`src/rtl/probe_byte_pkg.sv`:
```
`timescale 1ns/1ps
package probe_byte_pkg;
  localparam logic [7:0] OP_RESET  = 8'hEE;
  localparam logic [7:0] OP_ESC    = 8'h55;
  localparam logic [7:0] OP_WIDTHS = 8'hAB;
  localparam logic [7:0] OP_WRITE  = 8'hBB;
  localparam logic [7:0] OP_READ   = 8'hAA;

  typedef enum logic {ST_IDLE, ST_LOAD} eng_state_e;

  function automatic int bytes_for(input int bits);
    return (bits + 7) / 8;
  endfunction
endpackage

```
`src/rtl/probe_esc_strip.sv`:
```
`timescale 1ns/1ps
module probe_esc_strip
  import probe_byte_pkg::*;
(
  input  logic       clk,
  input  logic       rst_n,
  input  logic       rx_valid,
  output logic       rx_ready,
  input  logic [7:0] rx_data,
  output logic       tok_valid,
  output logic [7:0] tok_data,
  output logic       tok_lit,
  input  logic       tok_ready
);
  logic esc_pend;
  logic is_prefix;

  assign is_prefix = !esc_pend && (rx_data == OP_ESC);
  assign tok_valid = rx_valid && !is_prefix;
  assign tok_data  = rx_data;
  assign tok_lit   = esc_pend;
  assign rx_ready  = is_prefix ? 1'b1 : tok_ready;

  always_ff @(posedge clk or negedge rst_n) begin
    if (!rst_n)                   esc_pend <= 1'b0;
    else if (rx_valid && rx_ready) esc_pend <= is_prefix;
  end

  // an accepted prefix marks the following token as literal
  a_r2_prefix_marks_literal: assert property (@(posedge clk) disable iff (!rst_n)
    (rx_valid && rx_ready && !tok_lit && rx_data == OP_ESC) |=> tok_lit);

  // a literal flag never survives past the byte it marks
  a_r2_literal_single: assert property (@(posedge clk) disable iff (!rst_n)
    (tok_valid && tok_ready && tok_lit) |=> !tok_lit);
endmodule

```
`src/rtl/probe_reply_shift.sv`:
```
`timescale 1ns/1ps
module probe_reply_shift #(
  parameter int BUF_BYTES = 8,
  parameter int CNT_W     = $clog2(BUF_BYTES + 1)
) (
  input  logic                   clk,
  input  logic                   rst_n,
  input  logic                   load,
  input  logic [BUF_BYTES*8-1:0] load_bytes,
  input  logic [CNT_W-1:0]       load_count,
  input  logic                   abort,
  output logic                   tx_valid,
  input  logic                   tx_ready,
  output logic [7:0]             tx_data,
  output logic                   busy
);
  logic [BUF_BYTES*8-1:0] shreg;
  logic [CNT_W-1:0]       left;

  assign tx_valid = (left != '0);
  assign tx_data  = shreg[7:0];
  assign busy     = tx_valid;

  always_ff @(posedge clk or negedge rst_n) begin
    if (!rst_n) begin
      shreg <= '0;
      left  <= '0;
    end else if (abort) begin
      left <= '0;
    end else if (load) begin
      shreg <= load_bytes;
      left  <= load_count;
    end else if (tx_valid && tx_ready) begin
      shreg <= shreg >> 8;
      left  <= left - 1'b1;
    end
  end

  // a stalled byte is held unchanged
  a_r8_hold_stalled: assert property (@(posedge clk) disable iff (!rst_n)
    (tx_valid && !tx_ready && !abort && !load) |=> (tx_valid && $stable(tx_data)));

  // abort empties the reply
  a_r6_abort_clears: assert property (@(posedge clk) disable iff (!rst_n)
    abort |=> !tx_valid);
endmodule

```
`src/rtl/probe_cmd_engine.sv`:
```
`timescale 1ns/1ps
module probe_cmd_engine
  import probe_byte_pkg::*;
#(
  parameter int IN_W      = 12,
  parameter int OUT_W     = 10,
  parameter int BUF_BYTES = 8,
  parameter int CNT_W     = $clog2(BUF_BYTES + 1)
) (
  input  logic                   clk,
  input  logic                   rst_n,
  input  logic                   tok_valid,
  input  logic [7:0]             tok_data,
  input  logic                   tok_lit,
  output logic                   tok_ready,
  input  logic [IN_W-1:0]        probe_in,
  input  logic                   busy,
  output logic                   load,
  output logic [BUF_BYTES*8-1:0] load_bytes,
  output logic [CNT_W-1:0]       load_count,
  output logic                   abort,
  output logic [OUT_W-1:0]       probe_out
);
  localparam int IN_BYTES  = bytes_for(IN_W);
  localparam int OUT_BYTES = bytes_for(OUT_W);
  localparam int OUT_BITS  = OUT_BYTES * 8;
  localparam int IDX_W     = (OUT_BYTES > 1) ? $clog2(OUT_BYTES) : 1;

  eng_state_e          state;
  logic [IDX_W-1:0]    idx;
  logic [OUT_BITS-1:0] shadow, next_shadow;
  logic                is_reset, fire, last;

  assign is_reset  = !tok_lit && (tok_data == OP_RESET);
  assign tok_ready = busy ? (tok_valid && is_reset) : 1'b1;
  assign fire      = tok_valid && tok_ready;
  assign last      = (idx == IDX_W'(OUT_BYTES - 1));
  assign abort     = fire && is_reset;

  always_comb begin
    next_shadow = shadow;
    next_shadow[idx*8 +: 8] = tok_data;
  end

  always_comb begin
    load       = 1'b0;
    load_bytes = '0;
    load_count = '0;
    if (fire && state == ST_IDLE && !tok_lit) begin
      case (tok_data)
        OP_WIDTHS: begin
          load             = 1'b1;
          load_bytes[63:0] = {32'(OUT_W), 32'(IN_W)};
          load_count       = CNT_W'(8);
        end
        OP_READ: begin
          load                  = 1'b1;
          load_bytes[IN_W-1:0]  = probe_in;
          load_count            = CNT_W'(IN_BYTES);
        end
        default: ;
      endcase
    end
  end

  always_ff @(posedge clk or negedge rst_n) begin
    if (!rst_n) begin
      state     <= ST_IDLE;
      idx       <= '0;
      shadow    <= '0;
      probe_out <= '0;
    end else if (fire) begin
      if (is_reset) begin
        state <= ST_IDLE;
        idx   <= '0;
      end else begin
        case (state)
          ST_IDLE: if (!tok_lit && tok_data == OP_WRITE) begin
            state <= ST_LOAD;
            idx   <= '0;
          end
          ST_LOAD: begin
            shadow <= next_shadow;
            if (last) begin
              probe_out <= next_shadow[OUT_W-1:0];
              state     <= ST_IDLE;
              idx       <= '0;
            end else begin
              idx <= idx + 1'b1;
            end
          end
          default: state <= ST_IDLE;
        endcase
      end
    end
  end

  // the output bank moves only on the final data byte of a load
  a_r4_out_hold: assert property (@(posedge clk) disable iff (!rst_n)
    !(fire && !is_reset && state == ST_LOAD && last) |=> $stable(probe_out));

  // while a reply is pending only a bare reset gets through
  a_r9_busy_gate: assert property (@(posedge clk) disable iff (!rst_n)
    (busy && fire) |-> is_reset);

  // an accepted reset leaves the engine idle with no reply pending
  a_r6_reset_idle: assert property (@(posedge clk) disable iff (!rst_n)
    (fire && is_reset) |=> (state == ST_IDLE && !busy));

  // a reply is never loaded over one already in flight
  a_r5_no_overlap: assert property (@(posedge clk) disable iff (!rst_n)
    load |-> !busy);
endmodule

```
`src/rtl/probe_byte_ctrl.sv`:
```
`timescale 1ns/1ps
module probe_byte_ctrl
  import probe_byte_pkg::*;
#(
  parameter int IN_W  = 12,
  parameter int OUT_W = 10
) (
  input  logic             clk,
  input  logic             rst_n,
  input  logic             rx_valid,
  output logic             rx_ready,
  input  logic [7:0]       rx_data,
  output logic             tx_valid,
  input  logic             tx_ready,
  output logic [7:0]       tx_data,
  input  logic [IN_W-1:0]  probe_in,
  output logic [OUT_W-1:0] probe_out
);
  localparam int IN_BYTES  = bytes_for(IN_W);
  localparam int BUF_BYTES = (IN_BYTES > 8) ? IN_BYTES : 8;
  localparam int CNT_W     = $clog2(BUF_BYTES + 1);

  logic                   tok_valid, tok_lit, tok_ready;
  logic [7:0]             tok_data;
  logic                   busy, load, abort;
  logic [BUF_BYTES*8-1:0] load_bytes;
  logic [CNT_W-1:0]       load_count;

  probe_esc_strip u_strip (
    .clk(clk), .rst_n(rst_n),
    .rx_valid(rx_valid), .rx_ready(rx_ready), .rx_data(rx_data),
    .tok_valid(tok_valid), .tok_data(tok_data), .tok_lit(tok_lit),
    .tok_ready(tok_ready)
  );

  probe_cmd_engine #(
    .IN_W(IN_W), .OUT_W(OUT_W), .BUF_BYTES(BUF_BYTES), .CNT_W(CNT_W)
  ) u_engine (
    .clk(clk), .rst_n(rst_n),
    .tok_valid(tok_valid), .tok_data(tok_data), .tok_lit(tok_lit),
    .tok_ready(tok_ready), .probe_in(probe_in), .busy(busy),
    .load(load), .load_bytes(load_bytes), .load_count(load_count),
    .abort(abort), .probe_out(probe_out)
  );

  probe_reply_shift #(.BUF_BYTES(BUF_BYTES), .CNT_W(CNT_W)) u_reply (
    .clk(clk), .rst_n(rst_n),
    .load(load), .load_bytes(load_bytes), .load_count(load_count),
    .abort(abort), .tx_valid(tx_valid), .tx_ready(tx_ready),
    .tx_data(tx_data), .busy(busy)
  );
endmodule

```
`config.mk`:
```
export PLATFORM = sky130hd
export DESIGN_NAME = probe_byte_ctrl
export DESIGN_NICKNAME = d
export VERILOG_FILES = /design/src/rtl/probe_byte_pkg.sv /design/src/rtl/probe_esc_strip.sv /design/src/rtl/probe_reply_shift.sv /design/src/rtl/probe_cmd_engine.sv /design/src/rtl/probe_byte_ctrl.sv
export SDC_FILE = /design/constraint.sdc
export NUM_CORES = 1
export LEC_CHECK = 0
export ABC_AREA = 1
export CORE_MARGIN = 10
export CORE_UTILIZATION = 30
export CTS_BUF_LIST = sky130_fd_sc_hd__clkbuf_8
export DETAILED_ROUTE_END_ITERATION = 6
export PLACE_DENSITY = 0.53
export SYNTH_ARGS = -nofsm -noshare
export SYNTH_HDL_FRONTEND = slang
export SYNTH_HIERARCHICAL = 1
export SYNTH_SLANG_ARGS = --single-unit
```
`constraint.sdc`:
```
create_clock -name clk -period 5.6 [get_ports clk]
set_clock_uncertainty 0.15 [all_clocks]
set_input_delay 1.12 -clock clk [delete_from_list [all_inputs] [get_ports clk]]
set_output_delay 1.12 -clock clk [all_outputs]
set_load 0.01 [all_outputs]
```
# After elaboration in Yosys (flattened, before gate mapping)
# Cells that the tools add are included.
classes:
  n_addsub: 3
  bitwise_logic: 3
  mux: 23
  n_eq_ne: 6
  shifts: 2
  reduce_logical: 21
ops:
  columns: ["cell", "n"]
  rows:
  - ["64-bit 2-to-1 mux", 3]
  - ["4-bit negation with 34-bit output", 1]
  - ["8-bit by 34-bit variable shift with 16-bit output (first input constant)", 1]
  - ["8-bit by 34-bit variable part select with 16-bit output", 1]
  - ["8-bit equality test (second input constant)", 4]
  - ["24-bit 2-to-1 mux", 1]
  - ["12-bit case mux with 2 select lines", 1]
  - ["16-bit bitwise mux", 1]
  - ["4-bit 2-to-1 mux", 4]
  - ["1-bit logical AND", 11]
  - ["1-bit 2-to-1 mux", 10]
  - ["8-bit by 7-bit equality test with 1-bit output (second input constant)", 1]
  - ["4-bit case mux with 2 select lines", 1]
  - ["1-bit case mux with 2 select lines", 2]
  - ["2-bit AND reduction", 2]
  - ["4-bit AND reduction", 1]
  - ["4-bit nonzero test", 1]
  - ["4-bit by 1-bit subtractor with 4-bit output (second input constant)", 1]
  - ["3-bit by 2-bit != test with 1-bit output (second input constant)", 1]
  - ["1-bit NOT", 3]
  - ["3-bit AND reduction", 1]
  - ["3-bit nonzero test", 1]
  - ["1-bit zero test", 2]
  - ["2-bit nonzero test", 1]
  - ["other kinds (2)", 2]
word_totals:
  register_bits: 97
  wordCells: 65
  in_bits: 24
  out_inout_bits: 20

# Logic depth before layout (Yosys ltp)
logic_depth:
  depth_word: 12
  depth_mapped: 18
  depth_no_buf: 14

# By module
# Netlist, hierarchy kept.
by_module_without_submodules:
  columns: ["module", "instances", "cells_per_inst", "area_each_um2", "seq_area_each_um2"]
  rows:
  - ["probe_reply_shift", 1, 325, 3408.3, 1701.6]
  - ["probe_cmd_engine", 1, 213, 1559.0, 500.5]
  - ["probe_esc_strip", 1, 27, 163.9, 25.0]

# Worst setup path before layout
# No wires, ideal clock.
synth_timing:
  path_type: "input to output"
  start: "input rx_data[5]"
  end: "output rx_ready"
  n_path_buf: 0
  arrival_ps: 1907
  cell_stages: 9
  setup_slack_ps: 2423
  path_cell_list: "inv_1 > nand2_1 > nor2_2 > nand3_1 > and2_1 > inv_1 > o21ai_0 > inv_1 > nand2_1"
synth_via:
  elab_chain_len: 7
  word_cells_on_any_way: 9
synth_rtl:
  columns: ["element", "line_no", "text"]
  rows:
  - ["from (decl)", "probe_byte_ctrl.sv:12", "input logic [7:0] rx_data,"]
  - ["8-bit by 7-bit equality test with 1-bit output", "probe_esc_strip.sv:18", "assign is_prefix = !esc_pend && (rx_data == OP_ESC);"]
  - ["1-bit logical AND", "probe_esc_strip.sv:18", null]
  - ["1-bit zero test", "probe_esc_strip.sv:19", "assign tok_valid = rx_valid && !is_prefix;"]
  - ["1-bit logical AND", "probe_esc_strip.sv:19", null]
  - ["via tok_valid", "probe_byte_ctrl.sv:23", "logic tok_valid, tok_lit, tok_ready;"]
  - ["1-bit logical AND", "probe_cmd_engine.sv:35", "assign tok_ready = busy ? (tok_valid && is_reset) : 1'b1;"]
  - ["1-bit 2-to-1 mux", "probe_cmd_engine.sv:35", null]
  - ["via tok_ready", "probe_byte_ctrl.sv:23", null]
  - ["1-bit 2-to-1 mux", "probe_esc_strip.sv:22", "assign rx_ready = is_prefix ? 1'b1 : tok_ready;"]
  - ["to (decl)", "probe_byte_ctrl.sv:11", "output logic rx_ready,"]
# The timed path passes the listed nets, and every way through them passes these cells.

# Final worst setup path
layout_timing:
  start: "input rx_data[3]"
  end: "output rx_ready"
# The elaborated chain is that of the path after synthesis.

==> reports/metrics.json <==
{
  "finish": {
    "final-instance-count-excl-fill": 803,
    "final_cell_mix": "139 x sky130_fd_sc_hd__nand2_1, 89 x sky130_fd_sc_hd__dfrtp_1, 60 x sky130_fd_sc_hd__mux2i_1",
    "antenna_cells": 0,
    "num-nets-final": 605,
    "multi_input_combinational_cell_area_sq_um": 2220,
    "mostFrequentLayoutCell": "sky130_fd_sc_hd__nand2_1",
    "fin_util_pct": 32.9,
    "layout.area.seq_sq_um": 2230,
    "area.growth.synth_to_final_pct": 7.05,
    "fillCellCount": 1746,
    "drive_gt1_share_pct": 12.2
  },
  "worst_setup_path": {
    "worstPathRequired_ns": 4.33,
    "cp_data_arrival_time_ns": 3.07,
    "worst_r2r_path_depth": 12,
    "path_class": "in2out",
    "critPathCaptureType": "output pin",
    "crit_path_max_fanout": 4,
    "crit_path_start_kind": "input port"
  },
  "route": {
    "wl_per_cell_um": 11.4,
    "wl_mm": 9.17,
    "via_per_inst": 4.09,
    "first_iter_violations": 185,
    "drt_drc_violations_left": 0,
    "route.antenna.remaining_nets": 0,
    "drt_pass1_iterations": 4,
    "route.vias.total": 3286
  },
  "clock_network": {
    "tritoncts_clock_tree": "built",
    "cts.reportedPaths.clkPinSlew_ns": 0.08,
    "cts.path.max_buffers": 2,
    "clock_root_buffer": "sky130_fd_sc_hd__clkbuf_8",
    "sinks_on_clock_net": 89,
    "cts_htree_levels": 3,
    "cts_inserted_buffers": 9,
    "postCtsResizedCells": 0,
    "ctsHoldBuffers": 0,
    "clk-insertion-delay-late_ns": 0.36,
    "cts.repair_timing.setup_buffer_count": 0
  },
  "synth": {
    "synthesis.area_sq_um": 5130,
    "portion_of_the_post_synthesis_area_used_by_sequential_elements_pct": 43.4,
    "synthesis.instances": 565,
    "synth_area_per_cell_sq_um": 9.08,
    "ys_ff_latch": 89,
    "count_of_synthesis_stage_warnings_from_yosys": 6,
    "synth.distinct_cells": 35
  },
  "power": {
    "power_report.internal_total_uw": 964,
    "psw_uw": 461,
    "p_seq_share_pct": 49.9,
    "static-leakage-power_uw": 0.00250,
    "peakVddDrop_mv": 0.112,
    "pwr-share-clk_pct": 28.7,
    "p_sw_share_pct": 32.4,
    "share_comb_of_total_power_pct": 21.4,
    "powerDensity_nw_per_um2": 260
  },
  "timing": {
    "setup_repair_after_global_routing_missed_its_margin": "no",
    "timing.final.crit_share_pct": 77.5,
    "worst-slew-pin-transition_ns": 0.932,
    "upper_clock_frequency_limit_mhz": 231,
    "final-setup-viol-count": 0,
    "totalNegativeSetupSlack_ns": 0,
    "final_max_slew_viol_count": 0,
    "worst_hold_slack_ns": 0.325,
    "layout_min_cycle_time_ns": 4.34,
    "timing.slew.headroom_pct": 37.9,
    "final_hold_violation_count": 0
  },
  "flow_run": {
    "maxCapViolCount": 0
  },
  "grt": {
    "grt_util_met1_pct": 10.6,
    "antenna_found_initial": 0,
    "use_met3_pct": 2.42,
    "grt_first_pass_wirelength_mm": 15.3,
    "busiest_layer": "met2",
    "grtUsageTotal_pct": 8.31,
    "grt_max_degree": 73,
    "grt_use_met2_pct": 13.0,
    "grt_remaining_overflow": 0,
    "first_global_vias": 3159
  },
  "floorplanning": {
    "placeableCoreArea_sq_um": 16700,
    "initial_utilization_pct": 30.7,
    "num_io_pins": 44,
    "fp-row-count": 47,
    "die_h_um": 151,
    "chipWidth_um": 151,
    "die-area_sq_um": 22700
  },
  "placed_design": {
    "dp.cells": 788,
    "hpwl_mm": 6.40,
    "finalWeightedCongestion": 0.826,
    "placement.io_buffers": 43
  },
  "worst_hold_path": {
    "worst_hold_path.num_cells": 2,
    "type_of_the_tightest_min_delay_check": "reg2reg"
  },
  "status": {
    "status": "finished clean"
  }
}
area by class of cell:
class | instances | area share [%]
well taps | 220 | 5.01
clock buffers | 11 | 2.76
flip-flops and latches | 89 | 40.5
repair buffers | 47 | 8.34
clock inverters | 4 | 0.524
inverters | 34 | 2.32
multi-input cells | 398 | 40.5
Yosys cell counts (all sizes together):
cell type | number | area share (%)
inv | 32 | 2.3
clkbuf | 6 | 0.59
ha | 2 | 0.49
xor2 | 1 | 0.17
clkinv | 2 | 0.15
nand3 | 16 | 1.7
o22ai | 2 | 0.24
mux2i | 60 | 12
nor2 | 31 | 3.0
or2 | 1 | 0.12
buf | 89 | 14
conb | 1 | 0.073
a21oi | 1 | 0.32
dfrtp | 89 | 43
o21ai | 72 | 8.4
nand2 | 151 | 12
o21bai | 1 | 0.15
nand4 | 5 | 0.73
and3 | 1 | 0.12
and2 | 1 | 0.12
a21boi | 1 | 0.15
kinds of logic after synthesis:
kind of cell               after synthesis  synth area share, %
and+or+nand+nor                        206                 17.8
buffers and inverters                  129                 17.1
DFF                                     89                 43.4
AOI/OAI and AO/OA                       77                 9.27
muxes                                   60                 11.7
adders and majority gates                2                0.488
other                                    1               0.0731
xor gates and xnor gates                 1                0.171
through the flow:
stage          area (sq um)  setup slack [ns]  total power (uW)
6_report               5490              1.26              1430
2_1_floorplan          5320              2.42              1020
3_3_place_gp           5310              1.00              1030
3_5_place_dp           5310             0.871              1030
4_1_cts                5490              1.24              1450
5_1_grt                5490              1.01              1520
worst paths after layout:
path	startpoint	end	slack (ns)
max	rx_data[3]	rx_ready	1.26
min	u_reply/shreg[58]	u_reply/shreg[58]	0.32
max reg2reg	u_reply/left[0]	u_reply/shreg[53]	2.22
min reg2reg	u_reply/shreg[58]	u_reply/shreg[58]	0.32
min in group asynchronous	rst_n	u_strip/tok_lit	0.47
max in group asynchronous	rst_n	u_reply/shreg[31]	3.63
power by group through the flow:
stage	logic, uW	clock network, uW	registers (uW)
after floorplan	311	0	710
after global placement	303	0	722
after detailed placement	309	0	724
after CTS	310	429	711
after global routing	352	456	716
final	305	409	711
metal layers:
layer	up-vias	routed length [um]
met1	1493	4380
met2	47	4200
li1	1738	-
met3	8	454
met4	0	129
met5	-	0
registers in the layout, indices dropped and copies added (netlist names):
name,cells
u_engine/idx,1
u_engine/probe_out,10
u_engine/shadow,8
u_engine/state,1
u_reply/left,4
u_reply/shreg,64
u_strip/tok_lit,1
critical path, stage by stage:
cell and delay (ns):
sky130_fd_sc_hd__clkdlybuf4s50_1 0.54, sky130_fd_sc_hd__inv_1 0.05, sky130_fd_sc_hd__nand2_1 0.07, sky130_fd_sc_hd__nor2_2 0.04, sky130_fd_sc_hd__nand3_1 0.09, sky130_fd_sc_hd__and2_1 0.16
sky130_fd_sc_hd__inv_1 0.09, sky130_fd_sc_hd__o21ai_0 0.22, sky130_fd_sc_hd__inv_1 0.06, sky130_fd_sc_hd__nand2_1 0.07, sky130_fd_sc_hd__clkdlybuf4s50_1 0.54
(Power assumes the default switching activity.)
